## src/rtl/fault_guard_pkg.sv

```systemverilog
package fault_guard_pkg;
  localparam int FLAG_OC = 0;
  localparam int FLAG_OT = 1;
  localparam int FLAG_UV = 2;
  localparam int NFLAGS  = 3;

  // Saturating step of the overcurrent qualification count.
  function automatic int unsigned mask_next(input int unsigned cnt, input logic tick,
                                            input int unsigned limit);
    if (tick && cnt < limit) return cnt + 1;
    return cnt;
  endfunction
endpackage

```

## src/rtl/flag_sync.sv

```systemverilog
module flag_sync #(
  parameter int WIDTH = 3
) (
  input  logic             clk,
  input  logic             rst_n,
  input  logic [WIDTH-1:0] async_in,
  output logic [WIDTH-1:0] sync_out
);
  for (genvar i = 0; i < WIDTH; i++) begin : g_bit
    logic stage1, stage2;
    always_ff @(posedge clk or negedge rst_n) begin
      if (!rst_n) begin
        stage1 <= 1'b0;
        stage2 <= 1'b0;
      end else begin
        stage1 <= async_in[i];
        stage2 <= stage1;
      end
    end
    assign sync_out[i] = stage2;
  end
endmodule

```

## src/rtl/oc_mask.sv

```systemverilog
module oc_mask #(
  parameter int MASK_TICKS = 4
) (
  input  logic clk,
  input  logic rst_n,
  input  logic oc_sync,
  input  logic osc_tick,
  input  logic restart,
  output logic mask_full
);
  import fault_guard_pkg::*;
  localparam int CW = $clog2(MASK_TICKS + 1);

  logic [CW-1:0] cnt_q;

  always_ff @(posedge clk or negedge rst_n) begin
    if (!rst_n) cnt_q <= '0;
    else if (restart || !oc_sync) cnt_q <= '0;
    else cnt_q <= CW'(mask_next(int'(cnt_q), osc_tick, MASK_TICKS));
  end

  assign mask_full = oc_sync && (cnt_q == CW'(MASK_TICKS));
endmodule

```

## src/rtl/trip_latch.sv

```systemverilog
module trip_latch (
  input  logic clk,
  input  logic rst_n,
  input  logic set_i,
  input  logic clear_i,
  output logic trip_o
);
  always_ff @(posedge clk or negedge rst_n) begin
    if (!rst_n) trip_o <= 1'b0;
    else if (clear_i) trip_o <= 1'b0;
    else if (set_i) trip_o <= 1'b1;
  end
endmodule

```

## src/rtl/fault_guard.sv

```systemverilog
module fault_guard #(
  parameter int MASK_TICKS = 4
) (
  input  logic clk,
  input  logic rst_n,
  input  logic osc_tick,
  input  logic oc_flag,
  input  logic ot_flag,
  input  logic uv_flag,
  input  logic mode_standby,
  output logic drive_en,
  output logic quiesce,
  output logic fault_n,
  output logic oc_trip,
  output logic ot_trip
);
  import fault_guard_pkg::*;

  logic [NFLAGS-1:0] flags_s;
  logic mask_full;
  logic clear_evt;
  logic run_q;

  flag_sync #(.WIDTH(NFLAGS)) sync_i (
    .clk(clk), .rst_n(rst_n),
    .async_in({uv_flag, ot_flag, oc_flag}),
    .sync_out(flags_s)
  );

  assign clear_evt = mode_standby && osc_tick;

  oc_mask #(.MASK_TICKS(MASK_TICKS)) mask_i (
    .clk(clk), .rst_n(rst_n),
    .oc_sync(flags_s[FLAG_OC]), .osc_tick(osc_tick),
    .restart(mode_standby), .mask_full(mask_full)
  );

  trip_latch oc_lat_i (
    .clk(clk), .rst_n(rst_n),
    .set_i(mask_full), .clear_i(clear_evt), .trip_o(oc_trip)
  );

  trip_latch ot_lat_i (
    .clk(clk), .rst_n(rst_n),
    .set_i(flags_s[FLAG_OT]), .clear_i(clear_evt), .trip_o(ot_trip)
  );

  always_ff @(posedge clk or negedge rst_n) begin
    if (!rst_n) run_q <= 1'b0;
    else run_q <= 1'b1;
  end

  assign fault_n  = !(oc_trip || ot_trip);
  assign quiesce  = mode_standby || oc_trip;
  assign drive_en = run_q && fault_n && !flags_s[FLAG_UV] && !mode_standby;
endmodule

```

## config.mk

```make
export PLATFORM = sky130hd
export DESIGN_NAME = fault_guard
export DESIGN_NICKNAME = d
export VERILOG_FILES = /design/src/rtl/fault_guard_pkg.sv /design/src/rtl/flag_sync.sv /design/src/rtl/oc_mask.sv /design/src/rtl/trip_latch.sv /design/src/rtl/fault_guard.sv
export SDC_FILE = /design/constraint.sdc
export NUM_CORES = 1
export LEC_CHECK = 0
export ABC_AREA = 1
export BUFFER_PORTS_ARGS = -buffer_cell sky130_fd_sc_hd__buf_2
export CELL_PAD_IN_SITES_DETAIL_PLACEMENT = 1
export CELL_PAD_IN_SITES_GLOBAL_PLACEMENT = 1
export CORE_AREA = 2 2 39 41
export CTS_CLUSTER_DIAMETER = 150
export DETAILED_ROUTE_END_ITERATION = 8
export DIE_AREA = 0 0 41 43
export PLACE_DENSITY_LB_ADDON = 0.12
export SETUP_SLACK_MARGIN = 0.15
export SLEW_MARGIN = 10
export SYNTH_ARGS = -nofsm -noshare
export SYNTH_HDL_FRONTEND = slang
export SYNTH_SLANG_ARGS = --single-unit
```

## constraint.sdc

```tcl
create_clock -name clk -period 1.68 [get_ports clk]
set_clock_uncertainty 0.05 [all_clocks]
set_input_delay 0 -clock clk [delete_from_list [all_inputs] [get_ports clk]]
set_output_delay 0 -clock clk [all_outputs]
set_load 0.01 [all_outputs]
```

==> flow_metrics.py <==
metrics = {
    "critical_path": {
        "cp-end-kind": "flip-flop",
        "critPathMaxStageDelay_ns": 0.54,
        "timing.rr.start": "mask_i.cnt_q[0]",
        "reg2reg_to": "mask_i.cnt_q[2]",
        "path_max_fanout": 3,
        "crit_cells": 4,
        "path_buf_inv": 1,
        "r2r_setup_slack_ns": 0.24,
        "arrival_ns": 1.55,
        "slowest_stage": "dlygate4sd3_1",
        "cp_cell_sequence": "ha_2, a21oi_2, nor2_1, dlygate4sd3_1",
        "start_kind": "flip-flop",
        "reg2regPathDepth": 4,
        "required_ns": 1.79,
        "worstSetupEndpoint": "mask_i.cnt_q[2]",
        "crit_path_start": "mask_i.cnt_q[0]",
        "critPathTopFamily": "buffers and inverters",
        "crit_type": "reg -> reg",
    },
    "final_layout": {
        "synthToLayoutAreaGrowth_pct": 39.9,
        "finalInstanceArea_um2": 658,
        "fin_nets": 78,
        "fillCellCount": 163,
        "drive_above_1_share_pct": 33.8,
        "diodes": 0,
    },
    "power": {
        "p_leak_nw": 0.347,
        "netSwitchingFraction_pct": 22.5,
        "power_frac_seq_pct": 51.8,
        "power.share.clock_pct": 38.7,
        "p_switching_mw": 0.133,
        "internal-power_mw": 0.458,
        "pwr-share-comb_pct": 9.5,
        "vdd_drop_max_v": 0.000436,
        "p_per_area_nw_per_um2": 899,
    },
    "clock_tree": {
        "cts_sinks": 12,
        "worstSkewPairLatency_ns": 0.27,
        "clkTransAtPathRegs_ns": 0.08,
        "numCtsBuffers": 3,
        "root_buffer": "clkbuf_4",
        "htree_levels": 1,
        "clockBufferDepth": 2,
        "cts_tree": "yes",
    },
    "route": {
        "vias_per_cell": 4.29,
        "drtAntennaViolNets": 0,
        "drtIter0Drc": 0,
        "drt_first_pass_iters": 1,
        "vias": 360,
        "wl_per_cell_um": 10.3,
        "finalWirelength_um": 867,
        "drc": 0,
    },
    "synth": {
        "ys_top_cells_by_area": "dfrtp_1, inv_1, nand2_1, ha_1, nand3_1",
        "synth_fa_ha_area_share_pct": 5.32,
        "avgSynthCellArea_um2": 10.2,
        "synthMuxAreaShare_pct": 0,
        "yosys.area_share.simple_pct": 19.1,
        "synth_area_um2": 470,
        "syn-num-nets": 55,
        "synth_top_area_share_pct": 63.8,
        "synthCells": 46,
        "synth.distinct_cells": 13,
        "synth_top_cell_by_area": "dfrtp_1",
        "synth_top_family_by_area": "simple AND/OR/NAND/NOR gates",
        "synth-xor-area-share_pct": 0,
        "yosys_warnings": 0,
        "yosysSeqAreaShare_pct": 63.8,
        "synth_compound_area_share_pct": 2.13,
        "synth_seq_cells": 12,
    },
    "die": {
        "rows": 14,
        "coreArea_um2": 1380,
        "initial_core_util_pct": 34.0,
        "io-pin-count": 12,
        "die_x_um": 41,
        "fp.dieH_um": 43,
        "dieArea_um2": 1760,
    },
    "min_path": {
        "hp-class": "in -> async",
    },
    "sta": {
        "setup_tns_ns": 0,
        "finalSetupViolCount": 0,
        "rsz0062_at_grt": "false",
        "drv_slew": 0,
        "finalHoldViolCount": 0,
        "fin_crit_sh_pct": 86.0,
        "fin_crit_ns": 1.44,
        "fmax_ghz": 0.692,
    },
    "global_route": {
        "grt-ovfl-total": 0,
        "grt_max_degree": 13,
        "antenna_found_initial": 0,
        "grt_pass1_vias": 390,
        "grtUsageTotal_pct": 12.8,
        "grt_pass1_wl_mm": 1.46,
    },
    "run": {
        "max_cap_viol_count": 0,
    },
    "outcome": {
        "status": "completed",
    },
    "placed_design": {
        "port_buffers": 11,
        "gp_congestion": 0.771,
        "placed_cell_area_um2": 546,
        "dp_hpwl_um": 615,
    },
}
==> layout by cell type (no fill, tap or decap) <==
master,instances
clkinv_1,1
inv_2,3
clkbuf_8,1
nor2_1,3
ha_2,1
a21oi_1,1
nor3_2,1
inv_1,7
buf_2,11
nand2_1,7
ha_1,1
nor2_2,1
conb_1,1
dfrtp_1,12
nor2_4,1
nand3_1,5
dlygate4sd3_1,7
a21oi_2,1
clkbuf_4,3
==> layer usage <==
layer | vias up | part of all wire [%] | GRT usage [%]
li1 | 178 | - | -
met1 | 170 | 45 | 13.7
met4 | 0 | 0 | 8.00
met2 | 12 | 50 | 20.0
met3 | 0 | 5.2 | 4.71
met5 | - | 0 | 0
==> area by class of cell <==
class / count / area [um2] / share of cell area [%]
flip-flops and latches: 12 / 300 / 45.6
inverters: 11 / 41.3 / 6.27
repair buffers: 18 / 125 / 19.0
clock buffers: 4 / 36.3 / 5.51
multi-input cells: 23 / 135 / 20.5
well taps: 16 / 20.0 / 3.04
==> stage by stage <==
stage	utilization, %	hold slack, ns	instances	setup WS (ns)	power (mW)
floorplan	-	-0.346	46	0.730	0.333
finish	47.6	0.0890	84	0.235	0.591
CTS	47.1	0.0818	84	0.176	0.600
global placement	39.4	-0.158	73	0.711	0.357
detailed placement	39.4	-0.162	73	0.680	0.358
global route	47.6	0.0973	84	0.193	0.621
==> kinds of logic after synthesis <==
group	count (synthesis)
AOI/OAI and AO/OA	2
adders and majority gates	2
buffers and inverters	11
DFF	12
other	1
and+or+nand+nor	18
==> state kept, by name (all words and copies together) (netlist names) <==
name,flops
mask_i.cnt_q,3
sync_i.g_bit.stage1,3
sync_i.g_bit.stage2,3
oc_lat_i.trip_o,1
ot_lat_i.trip_o,1
run_q,1
==> how the worst min path moves through the flow <==
stage,cells past startpoint,endpoint,startpoint,slack (ns)
5_1_grt,2,oc_lat_i.trip_o,rst_n,0.1
4_1_cts,2,mask_i.cnt_q[2],rst_n,0.08
2_1_floorplan,0,mask_i.cnt_q[0],rst_n,-0.35
3_5_place_dp,1,mask_i.cnt_q[2],rst_n,-0.16
3_3_place_gp,1,mask_i.cnt_q[2],rst_n,-0.16
6_report,2,mask_i.cnt_q[2],rst_n,0.09
==> power by group through the flow <==
stage               clock (mW)  sequential, mW  combinational (mW)
finish                   0.229           0.306              0.0562
global route             0.248           0.308              0.0644
CTS                      0.237           0.307              0.0564
detailed placement           0           0.312              0.0457
global placement             0           0.312              0.0454
floorplan                    0           0.312              0.0208
==> repair_timing <==
item	in CTS	in global routing
endpoints found under the setup margin	0	1
resized for setup	0	2
hold endpoints to repair	18	0
hold buffers	7	0
setup buffers	0	0
==> synth_stat cells <==
| master | n |
|---|---|
| a21oi_1 | 2 |
| clkinv_1 | 1 |
| conb_1 | 1 |
| dfrtp_1 | 12 |
| ha_1 | 2 |
| inv_1 | 7 |
| inv_2 | 3 |
| nand2_1 | 7 |
| nand3_1 | 5 |
| nor2_1 | 3 |
| nor2_2 | 1 |
| nor2_4 | 1 |
| nor3_2 | 1 |
(Power assumes the default switching activity.)
